<file path="config.mk">
export PLATFORM = sky130hd
export DESIGN_NAME = tsense_backend
export DESIGN_NICKNAME = d
export VERILOG_FILES = /design/src/rtl/tsense_backend.sv
export SDC_FILE = /design/constraint.sdc
export NUM_CORES = 2
export LEC_CHECK = 0
export ABC_AREA = 1
export BUFFER_PORTS_ARGS = -buffer_cell sky130_fd_sc_hd__clkbuf_2
export CORE_ASPECT_RATIO = 2
export CORE_MARGIN = 5
export CORE_UTILIZATION = 49
export DETAILED_ROUTE_END_ITERATION = 16
export GPL_TIMING_DRIVEN = 0
export PLACE_DENSITY = 0.75
export SKIP_CTS_REPAIR_TIMING = 1
export SYNTH_ARGS = -nofsm -noshare
export SYNTH_HDL_FRONTEND = slang
export SYNTH_SLANG_ARGS = --single-unit
</file>
<file path="constraint.sdc">
create_clock -name clk -period 14.42 [get_ports clk]
set_input_delay 2.884 -clock clk [delete_from_list [all_inputs] [get_ports clk]]
set_output_delay 2.884 -clock clk [all_outputs]
set_load 0.02 [all_outputs]
</file>
<file path="src/rtl/tsense_backend.sv">
module tsense_backend #(
  parameter int HALF_LEN  = 3000,
  parameter int FRAC_W    = 24,
  parameter int COEF_W    = 20,
  parameter int COEF_FRAC = 10,
  parameter int C2_W      = 16,
  parameter int OUT_W     = 16,
  parameter int OUT_FRAC  = 6
) (
  input  logic                    clk,
  input  logic                    rst_n,
  input  logic                    start,
  input  logic                    bit_valid,
  input  logic                    bit_in,
  input  logic [COEF_W-1:0]       coef_a,
  input  logic [COEF_W-1:0]       coef_b,
  input  logic signed [C2_W-1:0]  coef_c2,
  output logic                    busy,
  output logic                    done,
  output logic signed [OUT_W-1:0] temp_out
);
  localparam int CONV_LEN = 2 * HALF_LEN;
  localparam int CNT_W    = $clog2(CONV_LEN + 1);
  localparam int ACC_W    = $clog2(HALF_LEN * HALF_LEN + 1);
  localparam int NUM_W    = ACC_W + 4;
  localparam int Q_W      = FRAC_W + 1;
  localparam int IT_W     = $clog2(FRAC_W + 1);
  localparam int SUM_W    = COEF_W + Q_W + 4;
  localparam int OUT_SH   = COEF_FRAC + FRAC_W - OUT_FRAC;
  localparam int C2_SH    = COEF_FRAC - OUT_FRAC;
  localparam int TQ_W     = SUM_W - OUT_SH;
  localparam int T_MIN    = -80 * (2 ** OUT_FRAC);
  localparam int T_MAX    = 135 * (2 ** OUT_FRAC);
  localparam logic signed [TQ_W-1:0]  TQ_MIN  = TQ_W'(T_MIN);
  localparam logic signed [TQ_W-1:0]  TQ_MAX  = TQ_W'(T_MAX);
  localparam logic signed [OUT_W-1:0] OUT_MIN = OUT_W'(T_MIN);
  localparam logic signed [OUT_W-1:0] OUT_MAX = OUT_W'(T_MAX);
  localparam logic [NUM_W-1:0] WSUM = NUM_W'(HALF_LEN * HALF_LEN);

  typedef enum logic [2:0] {S_IDLE, S_ACC, S_LOAD, S_DIV, S_FIN} state_t;

  state_t           state;
  logic [CNT_W-1:0] cnt;
  logic [ACC_W-1:0] acc;
  logic [NUM_W-1:0] rem, den_r;
  logic [Q_W-1:0]   quo;
  logic [IT_W-1:0]  it;

  // triangular window: rising half then falling half
  logic [CNT_W-1:0] wt;
  assign wt = (cnt < CNT_W'(HALF_LEN)) ? cnt + 1'b1 : CNT_W'(CONV_LEN - 1) - cnt;

  logic [NUM_W-1:0] acc8, num9, den_c;
  assign acc8  = {1'b0, acc, 3'b000};
  assign num9  = acc8 + {4'b0000, acc};
  assign den_c = WSUM + acc8;

  logic [NUM_W:0] rem_sh;
  assign rem_sh = {rem, 1'b0};

  // Celsius mapping and square-law correction
  logic [SUM_W-1:0]         prod_a, b_term;
  logic signed [Q_W:0]      dev;
  logic signed [2*Q_W+1:0]  dsq;
  logic [Q_W-1:0]           dsq_q;
  logic signed [C2_W+Q_W:0] corr;
  logic signed [SUM_W-1:0]  sum;
  logic signed [TQ_W-1:0]   tq;
  logic signed [OUT_W-1:0]  t_sat;

  assign prod_a = SUM_W'(coef_a) * SUM_W'(quo);
  assign b_term = SUM_W'(coef_b) << FRAC_W;
  assign dev    = $signed({1'b0, quo}) - $signed((Q_W + 1)'(1) << (FRAC_W - 1));
  assign dsq    = dev * dev;
  assign dsq_q  = dsq[FRAC_W +: Q_W];
  assign corr   = coef_c2 * $signed({1'b0, dsq_q});
  assign sum    = $signed(prod_a) - $signed(b_term) + ($signed(SUM_W'(corr)) <<< C2_SH);
  assign tq     = sum[SUM_W-1:OUT_SH];
  assign t_sat  = (tq < TQ_MIN) ? OUT_MIN : (tq > TQ_MAX) ? OUT_MAX : OUT_W'(tq);

  assign busy = (state != S_IDLE);

  always_ff @(posedge clk or negedge rst_n) begin
    if (!rst_n) begin
      state    <= S_IDLE;
      cnt      <= '0;
      acc      <= '0;
      rem      <= '0;
      den_r    <= '0;
      quo      <= '0;
      it       <= '0;
      done     <= 1'b0;
      temp_out <= '0;
    end else begin
      done <= 1'b0;
      if (start) begin
        state <= S_ACC;
        cnt   <= '0;
        acc   <= '0;
      end else begin
        case (state)
          S_ACC: if (bit_valid) begin
            if (bit_in) acc <= acc + {{(ACC_W-CNT_W){1'b0}}, wt};
            cnt <= cnt + 1'b1;
            if (cnt == CNT_W'(CONV_LEN - 1)) state <= S_LOAD;
          end
          S_LOAD: begin
            den_r <= den_c;
            it    <= '0;
            if (num9 >= den_c) begin
              quo <= Q_W'(1);
              rem <= num9 - den_c;
            end else begin
              quo <= '0;
              rem <= num9;
            end
            state <= S_DIV;
          end
          S_DIV: begin
            if (rem_sh >= {1'b0, den_r}) begin
              rem <= NUM_W'(rem_sh - {1'b0, den_r});
              quo <= {quo[Q_W-2:0], 1'b1};
            end else begin
              rem <= rem_sh[NUM_W-1:0];
              quo <= {quo[Q_W-2:0], 1'b0};
            end
            it <= it + 1'b1;
            if (it == IT_W'(FRAC_W - 1)) state <= S_FIN;
          end
          S_FIN: begin
            temp_out <= t_sat;
            done     <= 1'b1;
            state    <= S_IDLE;
          end
          default: state <= S_IDLE;
        endcase
      end
    end
  end


  done_pulse_chk: assert property (@(posedge clk) disable iff (!rst_n) done |=> !done);

  done_idle_chk: assert property (@(posedge clk) disable iff (!rst_n) done |-> !busy);

  hold_chk: assert property (@(posedge clk) disable iff (!rst_n) !done |-> $stable(temp_out));

  restart_chk: assert property (@(posedge clk) disable iff (!rst_n) start |=> (busy && cnt == '0 && acc == '0));

  range_chk: assert property (@(posedge clk) disable iff (!rst_n) (temp_out >= OUT_MIN) && (temp_out <= OUT_MAX));

  quo_bound_chk: assert property (@(posedge clk) disable iff (!rst_n) (state == S_FIN) |-> (quo <= Q_W'(1) << FRAC_W));

  idle_ignore_chk: assert property (@(posedge clk) disable iff (!rst_n) (state == S_IDLE && !start) |=> ($stable(acc) && $stable(cnt)));

  acc_bound_chk: assert property (@(posedge clk) disable iff (!rst_n) acc <= ACC_W'(HALF_LEN * HALF_LEN));
endmodule

</file>
Word-level counts from Yosys, hierarchy flattened
Cells that the tools add are included.
{"block": "totals", "register_bits": 143, "latch_bits": 0, "ramBits": 0, "mem_bits_ro": 0, "inputBits": 61, "output_inout_bits": 18, "memories": 0}
{"block": "classes", "add_sub_neg": 11, "multipliers": 3, "div_mod_pow": 0, "magnitude_cmp": 5, "n_eq_ne": 9, "shifts": 0, "muxes": 24, "bitwise_logic": 1, "reduce_logical": 11}
{"cell": "24-bit two-way mux", "n": 4}
{"cell": "28-bit two-way mux", "n": 2}
{"cell": "28-bit case mux with 2 select lines", "n": 1}
{"cell": "28-bit subtractor", "n": 2}
{"cell": "13-bit two-way mux", "n": 4}
{"cell": "25-bit case mux with 2 select lines", "n": 1}
{"cell": "26-bit by 26-bit multiplier with 49-bit output", "n": 1}
{"cell": "46-bit by 46-bit adder with 47-bit output", "n": 1}
{"cell": "45-bit by 44-bit subtractor with 46-bit output", "n": 1}
{"cell": "20-bit by 25-bit multiplier with 45-bit output", "n": 1}
{"cell": "16-bit by 26-bit multiplier with 42-bit output", "n": 1}
{"cell": "16-bit two-way mux", "n": 2}
{"cell": "29-bit by 28-bit >= comparator with 1-bit output", "n": 1}
{"cell": "24-bit by 27-bit adder with 28-bit output, first input constant", "n": 1}
{"cell": "27-bit by 24-bit adder with 28-bit output", "n": 1}
{"cell": "28-bit >= comparator", "n": 1}
{"cell": "25-bit by 24-bit subtractor with 26-bit output, second input constant", "n": 1}
{"cell": "24-bit by 13-bit adder with 24-bit output", "n": 1}
{"cell": "19-bit by 15-bit greater-than comparator with 1-bit output, second input constant", "n": 1}
{"cell": "19-bit by 14-bit < comparator with 1-bit output, second input constant", "n": 1}
{"cell": "13-bit by 1-bit adder with 13-bit output, second input constant", "n": 1}
{"cell": "13-bit equality test, second input constant", "n": 1}
{"cell": "13-bit by 12-bit < comparator with 1-bit output, second input constant", "n": 1}
{"cell": "13-bit subtractor, first input constant", "n": 1}
{"cell": "15 further kinds", "n": 31}

Logic depth before layout (Yosys ltp)
{"block": "depth", "word_depth": 7, "ltp_mapped": 86, "ltp_nobuf": 84}

Worst setup path after synthesis
OpenSTA, ideal clock, no wires.
{"block": "synth_path", "path_kind": "register to register", "start": "register quo[23]", "end": "register temp_out[10]", "setup_ns": 0.075, "arrival_time_ns": 14.080, "required_ns": 14.345, "setup_slack_ns": 0.265, "stages_incl_launch_ff": 77, "path_buffers": 4, "synth_period_minus_slack_ns": 14.155, "cell_sequence": "dfrtp_1 -> inv_1 -> ha_1 -> clkbuf_1 -> clkbuf_1 -> nand2_1 -> inv_1 -> fa_1 -> fa_1 -> inv_1 -> fa_1 -> inv_1 -> fa_1 -> fa_1 -> fa_1 -> inv_1 -> fa_1 -> inv_1 -> [... 41 more ...] -> a21oi_1 -> nor3_1 -> a211oi_1 -> nand2_1 -> a211oi_1 -> nand2_1 -> nand2_1 -> nand2_2 -> nor3_2 -> nand3_1 -> nand2_1 -> nand2_1 -> nand2_1 -> nand2_1 -> nand2_2 -> buf_6 -> nand2_1 -> a21oi_2"}
{"block": "synth_between", "elab_chain_len": 7, "elab_cells_between_ends": 10, "classes_between": "add/sub: 3; mul: 3; order compare: 2; mux: 2"}
{"element": "start: declaration", "line_no": "46", "text": "logic [Q_W-1:0] quo;"}
{"element": "start signal: assignment", "line_no": "122", "text": "quo <= {quo[Q_W-2:0], 1'b1};"}
{"element": "start signal: assignment", "line_no": "125", "text": "quo <= {quo[Q_W-2:0], 1'b0};"}
{"element": "25-bit by 24-bit subtractor with 26-bit output", "line_no": "73", "text": "assign dev = $signed({1'b0, quo}) - $signed((Q_W + 1)'(1) << (FRAC_W - 1));"}
{"element": "26-bit by 26-bit multiplier with 49-bit output", "line_no": "74", "text": "assign dsq = dev * dev;"}
{"element": "16-bit by 26-bit multiplier with 42-bit output", "line_no": "76", "text": "assign corr = coef_c2 * $signed({1'b0, dsq_q});"}
{"element": "46-bit by 46-bit adder with 47-bit output (*)", "line_no": "77", "text": "assign sum = $signed(prod_a) - $signed(b_term) + ($signed(SUM_W'(corr)) <<< C2_SH);"}
{"element": "19-bit by 15-bit greater-than comparator with 1-bit output", "line_no": "79", "text": "assign t_sat = (tq < TQ_MIN) ? OUT_MIN : (tq > TQ_MAX) ? OUT_MAX : OUT_W'(tq);"}
{"element": "16-bit two-way mux", "line_no": "79"}
{"element": "16-bit two-way mux (*)", "line_no": "79"}
{"element": "end signal: assignment", "line_no": "131", "text": "temp_out <= t_sat;"}
{"element": "end: declaration", "line_no": "20", "text": "output logic signed [OUT_W-1:0] temp_out"}
Mark *: on every way between the ends. The rest lies on a longest branch, timed or not.
A chain may end at the register's enable or synchronous reset.

Worst setup path in the final report
{"block": "layout_path", "start": "register quo[5]", "end": "register temp_out[10]"}
The elaborated chain is that of the path after synthesis.

==> impl_results.md <==
- Clock sinks: between 100 and 150
- Hold Crit Class: register to register
- DRT antenna net count: 0
- Distinct cells, synth: 68
- TritonCTS clock tree: done
- DP Wirelength: around 200 mm
- Nets@finish: 10154
- DR vias: approximately 54000
- Row cnt: 186
- Commonest non-fill, non-tap cell in the layout: inv_1
- Highest clock rate: between 60 and 70 MHz
- Highest metal used: met4
- RSZ-0062 raised after global routing: true
- Min-delay src: temp_out[4]$_DFFE_PN0P_
- Die height: 518.9 um
- Vias in the first global route: 59545
- Crit path kind: register to register
- Ports: 79
- Die W: between 200 and 300 um
- Met2 WL post-DR: between 100 and 150 mm
- CP max stage delay: 0.55 ns
- Critical-path maximum fanout: 10
- Crit share post-route: 106.8%
- Worst Path Arrival: 15.80 ns
- DR pass1 iterations: 8
- Final worst slack: -0.9763 ns
- Sequential fraction of the synthesis area: 5.522%
- Worst Hold End: temp_out[4]$_DFFE_PN0P_
- Largest area contributor in the netlist: fa_1
- Syn_area_per_cell: about 8 sq um
- R2r endpoint: temp_out[10]$_DFFE_PN0P_
- Gr usage total: between 30% and 40%
- Hold Path Stages: 2
- Worst Reg-to-Reg Cells: 73
- R2r setup slk: -0.98 ns
- DRC errors left: 0
- Clock slew seen by the registers of the worst setup and hold paths: roughly 0.090 ns
- Cell mode on critical path: fa_1
- WL final: ~230 mm
- CP endpoint kind: register
- Fillers: 11820
- YS warnings: 0
- Headroom to the max-slew limit: around 14%
- Met3 wire len: between 10 and 15 mm
- Worst-Margin Slew: 1.291 ns
- Wirelength per Cell: 23.49 um
- DP Worst Slack: -4.468 ns
- Core area: ~0.13 sq mm
- Crit-path slowest cell: fa_1
- Final setup vio count: 16
- Mapped cell area: between 0.06 and 0.07 sq mm
- Die Area: 0.1372 sq mm
- M1 WL: about 64 mm
- Area grow syn2layout: 10.65%
- Setup Skew: roughly 0.029 ns
- Critical Path RT: approximately 15 ns
- Number of synthesized register bits: 140
- Max Cap Viol: 0
- Synth top area share: between 40% and 50%
- Layout cells sized above 1: 9.004%
- FF-to-FF Start: quo[5]$_DFFE_PN0P_
- Critical path launch point type: register
- TNS Setup: -13.81 ns
- Global-route wire length before repair: about 340 mm
- Routability Congestion: 1.064
- Outcome: finished, violations left
- Num CTS Buffers: 17
- Synth async-reset ratio: 100.0%
- Initial antenna violation count: 3
- Syn Nets: just under 10000
- Max Slew Vio Count: 0
- Vias per cell: approximately 5.5
- Ys flop type: dfrtp_1
- Root Buffer: clkbuf_16
- Clk Latency, worst-skew pair: 0.49 ns
- Initial detailed-routing violation count: 3548
- Number of flops mapped to enable cells by yosys: 0
- Most frequent cells in the layout: 2114 x inv_1, 1548 x nand2_1, 1360 x fa_1, 520 x ha_1, 476 x nor2_1
- Clock buffer depth: 2
- Failing checks: negative setup slack
- Syn Inst Count: 7901
- Top cells by area, synth: fa_1 44%, inv_1 13%, ha_1 11%
- Hold WS: approximately 0.49 ns
- Final hold violation count: 0
- Starting Density: around 49%
- Minimum clock period: around 15 ns
- Largest net degree at the start of global routing: 76
- Htree depth: 4
- I/O Buffers: 52
- Global route total overflow: 0
## cell type report
type | count | area (sq um) | share of cell area (%)
repair inverters | 1 | 7.507 | 0.01069
diodes | 4 | 10.01 | 0.01426
multi-input cells | 5328 | 52190 | 74.35
well taps | 1692 | 2117 | 3.016
plain buffers | 257 | 1892 | 2.695
inverters | 2168 | 8205 | 11.69
clock inverters | 13 | 128.9 | 0.1836
repair buffers | 226 | 1687 | 2.403
clock buffers | 19 | 442.9 | 0.6309
flip-flops and latches | 140 | 3518 | 5.012
## routing by layer
metal	global-route usage, %	vias to the layer above
met1	28.60	26870
met4	35.58	0
met2	60.70	2557
met5	0	-
met3	5.032	1344
li1	-	23639
## stage by stage
step	cells	cell area (sq um)	util (%)
after floorplan	7901	63440	-
after global placement	9645	65820	51.15
after detailed placement	9648	65890	51.19
after CTS	9680	66460	51.64
after global routing	9845	70190	54.54
final	9848	70200	54.55
## synthesized netlist by cell type (17+ instances only)
library cell	instances
or2_2	19
ha_1	557
a31oi_1	17
nand2_1	1613
o21ai_0	219
nand2_2	17
dfrtp_1	140
o22ai_1	42
nand3_1	99
nand4_1	28
xor2_1	133
xnor2_1	94
fa_1	1397
nor2_1	507
inv_1	2144
a21oi_1	339
o211ai_1	34
clkbuf_1	245
clkinv_1	17
o21ai_1	18
nor3_1	36
o21a_1	21
## logic make-up (layout without fill, tap and decap cells)
logic type | count (synthesis) | in the layout | share of synthesized area (%)
AOI/OAI and AO/OA | 783 | 783 | 6.987
xor gates and xnor gates | 231 | 231 | 3.236
adders and majority gates | 1954 | 1954 | 55.07
buffers and inverters | 2433 | 2684 | 14.45
DFF | 140 | 140 | 5.522
muxes | 1 | 1 | 0.01578
other | 0 | 4 | 0
and+or+nand+nor | 2359 | 2359 | 14.73
## sequential cells by signal, summed over array words and instances (netlist names)
name and count:
acc 24, temp_out 16, den_r 25, done 1, quo 25, state 3, cnt 13, rem 28
it 5
## how the worst max path moves through the flow
stage / from / to / slack, ns
3_5_place_dp: quo[23]$_DFFE_PN0P_ / temp_out[1]$_DFFE_PN0P_ / -4.47
4_1_cts: quo[23]$_DFFE_PN0P_ / temp_out[1]$_DFFE_PN0P_ / -4.54
5_1_grt: quo[5]$_DFFE_PN0P_ / temp_out[10]$_DFFE_PN0P_ / -1.48
6_report: quo[5]$_DFFE_PN0P_ / temp_out[10]$_DFFE_PN0P_ / -0.98
2_1_floorplan: quo[23]$_DFFE_PN0P_ / temp_out[10]$_DFFE_PN0P_ / 0.27
3_3_place_gp: quo[23]$_DFFE_PN0P_ / temp_out[1]$_DFFE_PN0P_ / -4.92
## worst max-delay path, delay by kind of cell (launching register included)
family / cells / cell delay [ns]
adders and majority gates: 16 / 7.55
DFF: 1 / 0.40
xor gates and xnor gates: 1 / 0.37
and+or+nand+nor: 28 / 2.87
buffers and inverters: 16 / 1.83
AOI/OAI and AO/OA: 12 / 2.22
Power is left out: the tool's default activity adds up to more than one toggle a clock period on the data nets, which glitch-free logic cannot reach.
